## config.mk

```make
export PLATFORM = sky130hd
export DESIGN_NAME = tlb_top
export DESIGN_NICKNAME = d
export VERILOG_FILES = /design/src/rtl/tlb_pkg.sv /design/src/rtl/tlb_ctrl.sv /design/src/rtl/tlb_store.sv /design/src/rtl/tlb_top.sv
export SDC_FILE = /design/constraint.sdc
export NUM_CORES = 1
export LEC_CHECK = 0
export ABC_AREA = 1
export CELL_PAD_IN_SITES_DETAIL_PLACEMENT = 2
export CELL_PAD_IN_SITES_GLOBAL_PLACEMENT = 2
export CORE_ASPECT_RATIO = 0.7
export CORE_UTILIZATION = 39
export CTS_BUF_LIST = sky130_fd_sc_hd__clkbuf_16
export DETAILED_ROUTE_END_ITERATION = 8
export GPL_TIMING_DRIVEN = 0
export PLACE_DENSITY_LB_ADDON = 0.08
export SLEW_MARGIN = 20
export SYNTH_ARGS = -nofsm -noshare
export SYNTH_HDL_FRONTEND = slang
export SYNTH_SLANG_ARGS = --single-unit
```

## constraint.sdc

```tcl
create_clock -name clk -period 2.6 [get_ports clk]
set_input_delay 0.52 -clock clk [delete_from_list [all_inputs] [get_ports clk]]
set_output_delay 0.52 -clock clk [all_outputs]
set_load 0.01 [all_outputs]
```

## src/rtl/tlb_pkg.sv

```systemverilog
package tlb_pkg;
  localparam int TLB_SETS = 4;
  localparam int TLB_WAYS = 4;
  localparam int SET_BITS = $clog2(TLB_SETS);
  localparam int WAY_BITS = $clog2(TLB_WAYS);

  // strobes from control to the entry store
  typedef struct packed {
    logic                clrAll;
    logic                wrEn;
    logic [TLB_WAYS-1:0] wrWay;
  } tlb_strobe_t;
endpackage

```

## src/rtl/tlb_ctrl.sv

```systemverilog
module tlb_ctrl
  import tlb_pkg::*;
(
  input  logic                clk,
  input  logic                rstN,
  input  logic                fillEn,
  input  logic                flush,
  input  logic [SET_BITS-1:0] fillSet,
  input  logic [TLB_WAYS-1:0] fillMatch,
  input  logic [TLB_WAYS-1:0] fillValid,
  output tlb_strobe_t         strb
);
  logic [WAY_BITS-1:0] rrPtr [TLB_SETS];
  logic [WAY_BITS-1:0] freeWay;
  logic                replaceEv;

  always_comb begin
    freeWay = '0;
    for (int w = TLB_WAYS - 1; w >= 0; w--) begin
      if (!fillValid[w]) freeWay = WAY_BITS'(w);
    end
  end

  always_comb begin
    strb      = '0;
    replaceEv = 1'b0;
    if (flush) begin
      strb.clrAll = 1'b1;
    end else if (fillEn) begin
      strb.wrEn = 1'b1;
      if (|fillMatch) begin
        strb.wrWay = fillMatch;
      end else if (!(&fillValid)) begin
        strb.wrWay = TLB_WAYS'(1) << freeWay;
      end else begin
        strb.wrWay = TLB_WAYS'(1) << rrPtr[fillSet];
        replaceEv  = 1'b1;
      end
    end
  end

  always_ff @(posedge clk or negedge rstN) begin
    if (!rstN) begin
      for (int s = 0; s < TLB_SETS; s++) rrPtr[s] <= '0;
    end else if (flush) begin
      for (int s = 0; s < TLB_SETS; s++) rrPtr[s] <= '0;
    end else if (replaceEv) begin
      rrPtr[fillSet] <= rrPtr[fillSet] + 1'b1;
    end
  end

  // every write targets exactly one way
  assert_write_onehot_R4: assert property (@(posedge clk) disable iff (!rstN)
    strb.wrEn |-> $onehot(strb.wrWay));

  // a flush cycle never writes
  assert_flush_drops_fill_R7: assert property (@(posedge clk) disable iff (!rstN)
    flush |-> !strb.wrEn);

  // a replacement only occurs into a full set
  assert_replace_full_R5: assert property (@(posedge clk) disable iff (!rstN)
    (strb.wrEn && !(|(strb.wrWay & fillMatch)) && |(strb.wrWay & fillValid)) |-> (&fillValid));
endmodule

```

## src/rtl/tlb_store.sv

```systemverilog
module tlb_store
  import tlb_pkg::*;
#(
  parameter int VPN_W = 8,
  parameter int PPN_W = 6
) (
  input  logic                clk,
  input  logic                rstN,
  input  tlb_strobe_t         strb,
  input  logic [VPN_W-1:0]    fillVpn,
  input  logic [PPN_W-1:0]    fillPpn,
  input  logic [VPN_W-1:0]    lookupVpn,
  output logic                lookupHit,
  output logic [PPN_W-1:0]    lookupPpn,
  output logic [TLB_WAYS-1:0] fillMatch,
  output logic [TLB_WAYS-1:0] fillValid
);
  localparam int TAG_W = VPN_W - SET_BITS;

  logic [TAG_W-1:0]    tagMem   [TLB_SETS][TLB_WAYS];
  logic [PPN_W-1:0]    ppnMem   [TLB_SETS][TLB_WAYS];
  logic [TLB_WAYS-1:0] validMem [TLB_SETS];

  logic [SET_BITS-1:0] lookSet, fillSet;
  logic [TAG_W-1:0]    lookTag, fillTag;
  logic [TLB_WAYS-1:0] lookMatch;

  assign lookSet   = lookupVpn[SET_BITS-1:0];
  assign lookTag   = lookupVpn[VPN_W-1:SET_BITS];
  assign fillSet   = fillVpn[SET_BITS-1:0];
  assign fillTag   = fillVpn[VPN_W-1:SET_BITS];
  assign fillValid = validMem[fillSet];

  for (genvar w = 0; w < TLB_WAYS; w++) begin : gCompare
    assign lookMatch[w] = validMem[lookSet][w] && (tagMem[lookSet][w] == lookTag);
    assign fillMatch[w] = validMem[fillSet][w] && (tagMem[fillSet][w] == fillTag);
  end

  always_comb begin
    lookupPpn = '0;
    for (int w = 0; w < TLB_WAYS; w++) begin
      if (lookMatch[w]) lookupPpn = lookupPpn | ppnMem[lookSet][w];
    end
  end
  assign lookupHit = |lookMatch;

  always_ff @(posedge clk or negedge rstN) begin
    if (!rstN) begin
      for (int s = 0; s < TLB_SETS; s++) validMem[s] <= '0;
    end else if (strb.clrAll) begin
      for (int s = 0; s < TLB_SETS; s++) validMem[s] <= '0;
    end else if (strb.wrEn) begin
      validMem[fillSet] <= validMem[fillSet] | strb.wrWay;
    end
  end

  always_ff @(posedge clk) begin
    if (strb.wrEn) begin
      for (int w = 0; w < TLB_WAYS; w++) begin
        if (strb.wrWay[w]) begin
          tagMem[fillSet][w] <= fillTag;
          ppnMem[fillSet][w] <= fillPpn;
        end
      end
    end
  end

  // no page number is ever stored twice in a set
  assert_single_match_R6: assert property (@(posedge clk) disable iff (!rstN)
    $onehot0(lookMatch));

  // nothing hits in the cycle after a flush
  assert_flush_clears_R7: assert property (@(posedge clk) disable iff (!rstN)
    strb.clrAll |=> !lookupHit);

  // a miss drives a zero page number
  assert_miss_zero_R2: assert property (@(posedge clk) disable iff (!rstN)
    !lookupHit |-> (lookupPpn == '0));
endmodule

```

## src/rtl/tlb_top.sv

```systemverilog
module tlb_top
  import tlb_pkg::*;
#(
  parameter int VPN_W = 8,
  parameter int PPN_W = 6
) (
  input  logic             clk,
  input  logic             rstN,
  input  logic [VPN_W-1:0] lookupVpn,
  output logic             lookupHit,
  output logic [PPN_W-1:0] lookupPpn,
  input  logic             fillEn,
  input  logic [VPN_W-1:0] fillVpn,
  input  logic [PPN_W-1:0] fillPpn,
  input  logic             flush
);
  tlb_strobe_t         strb;
  logic [TLB_WAYS-1:0] fillMatch, fillValid;

  tlb_ctrl uCtrl (
    .clk      (clk),
    .rstN     (rstN),
    .fillEn   (fillEn),
    .flush    (flush),
    .fillSet  (fillVpn[SET_BITS-1:0]),
    .fillMatch(fillMatch),
    .fillValid(fillValid),
    .strb     (strb)
  );

  tlb_store #(.VPN_W(VPN_W), .PPN_W(PPN_W)) uStore (
    .clk      (clk),
    .rstN     (rstN),
    .strb     (strb),
    .fillVpn  (fillVpn),
    .fillPpn  (fillPpn),
    .lookupVpn(lookupVpn),
    .lookupHit(lookupHit),
    .lookupPpn(lookupPpn),
    .fillMatch(fillMatch),
    .fillValid(fillValid)
  );

  // a fill is visible to a lookup of the same page in the next cycle
  assert_fill_visible_R8: assert property (@(posedge clk) disable iff (!rstN)
    (fillEn && !flush) |=> ((lookupVpn != $past(fillVpn)) ||
                            (lookupHit && lookupPpn == $past(fillPpn))));
endmodule

```

==> metrics.yaml <==
status: "finished with violations"
violations: "negative setup slack"
grt_start_max_net_pins: 25
reg2reg_slack_ns: -0.24
grt_antenna_before_repair: 2
synth.distinct_cells: 31
dieArea_um2: 27970
min_from: "fillVpn[5]"
rr_worst_depth: 15
startpoint: "lookupVpn[1]"
wl_per_cell_um: 32.93
grt_pass1_wl_um: 71540
yosysWarnings: 0
grt_setup_unrepaired: "true"
path_max_fanout: 7
power_density_nw_per_um2: 639.8
skew_ns: 0.02374
crit_required_ns: 2.08
regToRegEndpoint: "uStore.ppnMem[0][5]"
drt_pass1_iterations: 5
vias: 10529
cts_buffers: 25
synthesis.area_um2: 10640
layout.nets: 1335
r2r_start: "uStore.tagMem[2][13]"
ir_drop_v: 0.0006828
dp_cells: 1588
area_growth_pct: 30.29
detail-route-antenna-nets: 0
dpl_cell_area_um2: 11540
ys_async_sr_fraction_pct: 11.11
hold_violations: 0
drc: 0
cts_max_path_buffers: 3
worstSetupPathType: "input pin to output pin"
critPathLaunchType: "input pin"
timing.fmax_mhz: 313.2
grt_pass1_vias: 10523
finalNonFillerCells: 1692
hp-class: "input pin to register"
synth_cells: 1188
min_to: "uStore.tagMem[3][3]"
setup_viol: 204
overflow: 0
fin_util_pct: 51.79
post-dp-hpwl_um: 30880
h-tree-depth: 1
cap_violations: 0
avgSynthCellArea_um2: 8.960
track_usage_pct: 36.13
diodes: 0
min_path_cells: 1
fp.dieH_um: 140.2
cts-root-buf: "clkbuf_16"
final.setup.tns_ns: -28.57
leakage_nw: 5.672
fill_cells: 2794
insertion_delay_ns: 0.56
viasPerCell: 6.223
setup_ws_ns: -0.5924
worstMarginPinSlew_ns: 0.9324
ioPinCount: 33
seq_area_frac_synth_pct: 59.81
endpoint_kind: "output pin"
cts_tree: "yes"
clock_sinks: 216
slew_violations: 0
die_w_um: 199.5
core_area_um2: 26780
period_share_pct: 122.8
layout-drive-gt1-share_pct: 23.80
clk_transition_reported_paths_ns: 0.08
regArea_um2: 6366
rows: 50
final_area_um2: 13870
min_period_ns: 3.192
synth_edf_count: 192
port_buffers: 26
worstPathArrival_ns: 2.67
finalWirelength_um: 55720
mappedNetlistNets: 1214
gp_congestion: 0.8448
start_util_pct: 39.75
first_iter_violations: 1424
ys_seq_elements: 216
total_power_w: 0.008873
ys.flop_type: "edfxtp_1"
maxSlewHeadroom_pct: 37.65
multi_input_comb_area_um2: 4360
## routing by layer
| layer | share of wire [%] | up-vias | track usage [%] |
|---|---|---|---|
| met5 | 0 | - | 0 |
| met4 | 4.1 | 0 | 11.41 |
| met3 | 10 | 170 | 9.608 |
| met2 | 46 | 680 | 56.15 |
| met1 | 40 | 5458 | 49.20 |
| li1 | - | 4221 | - |
## cells in the mapped netlist (6+ instances only)
cell	n	share of area [%]
nand3b_1	6	0.42
a21oi_1	25	1.2
inv_1	50	1.8
edfxtp_1	192	54
clkbuf_1	25	0.88
nor2_1	105	3.7
buf_4	9	0.63
nand3_1	77	3.6
xor2_1	12	0.99
o22ai_1	27	1.6
o21ai_0	89	4.2
o21ai_1	7	0.33
dfrtp_1	24	5.6
nand2_1	473	17
buf_2	22	1.0
## worst max path at each step
stage	to	depth (start not counted)
2_1_floorplan	uStore.ppnMem[0][0]	15
3_3_place_gp	uStore.ppnMem[3][17]	11
3_5_place_dp	lookupPpn[5]	11
4_1_cts	lookupPpn[5]	9
5_1_grt	lookupPpn[2]	12
6_report	lookupPpn[5]	13
## layout by cell type, fill, tap and decap left out, types with 7 or more instances in the layout
cell type / Yosys / layout
a21oi_1: 25 / 21
buf_12: 0 / 17
buf_2: 22 / 17
buf_4: 9 / 48
buf_6: 4 / 19
buf_8: 0 / 13
clkbuf_1: 25 / 11
clkbuf_16: 0 / 27
clkdlybuf4s50_1: 0 / 10
dfrtp_1: 24 / 24
edfxtp_1: 192 / 192
inv_1: 50 / 44
inv_2: 5 / 7
nand2_1: 473 / 423
nand2_2: 5 / 44
nand2_4: 0 / 10
nand3_1: 77 / 63
nand3_2: 5 / 13
nor2_1: 105 / 82
nor2_4: 3 / 25
o21ai_0: 89 / 76
o21ai_1: 7 / 15
o22ai_1: 27 / 24
xor2_1: 12 / 9
## kinds of logic after synthesis
logic type	synth area share, %
xor+xnor	1.152
compound gates	7.735
simple gates	26.39
flops	59.81
buf+inv	4.914
## flip-flops by register name (all words and copies together) (netlist names)
register         cells
uStore.ppnMem       96
uStore.tagMem       96
uStore.validMem     16
uCtrl.rrPtr          8
## area by class of cell
type,count,area share [%]
Tap cell,364,3.284
Sequential cell,216,45.90
Timing Repair Buffer,97,7.191
Inverter,55,1.597
Clock buffer,25,4.511
Multi-Input combinational cell,857,31.44
Buffer,57,4.078
Clock inverter,21,1.994
## per-stage QoR
stage / setup WS (ns) / hold slack, ns
after floorplan: -0.04272 / 0.2244
after global placement: -2.173 / 0.4616
after detailed placement: -2.108 / 0.4715
after CTS: -0.3422 / 0.3900
after global routing: -0.5716 / 0.3874
final: -0.5924 / 0.3843
## worst max-delay path, cell delays in order
cell and delay, ns:
buf_2 0.13, buf_8 0.16, buf_4 0.14, buf_4 0.14, a21oi_1 0.18, o21ai_0 0.18, nand2_1 0.15, nor2_1 0.08
a211oi_1 0.25, and3_2 0.36, nand2_1 0.09, nand3b_1 0.12, buf_2 0.14
## report_power, final
group          internal [W]  total (W)  switching [W]
Combinational      0.000278   0.000985       0.000706
Sequential          0.00380    0.00381     0.00000931
Clock               0.00237    0.00408        0.00171
## timing repair
action                                  CTS  global route
hold buffers                              1             0
hold endpoints to repair                 24             0
gates cloned                              2             1
setup buffers                            46            12
gates resized for setup                 218            99
endpoints found under the setup margin  223           199
pin swaps                                46            41
Note: power is estimated with default switching activity, not from simulation.
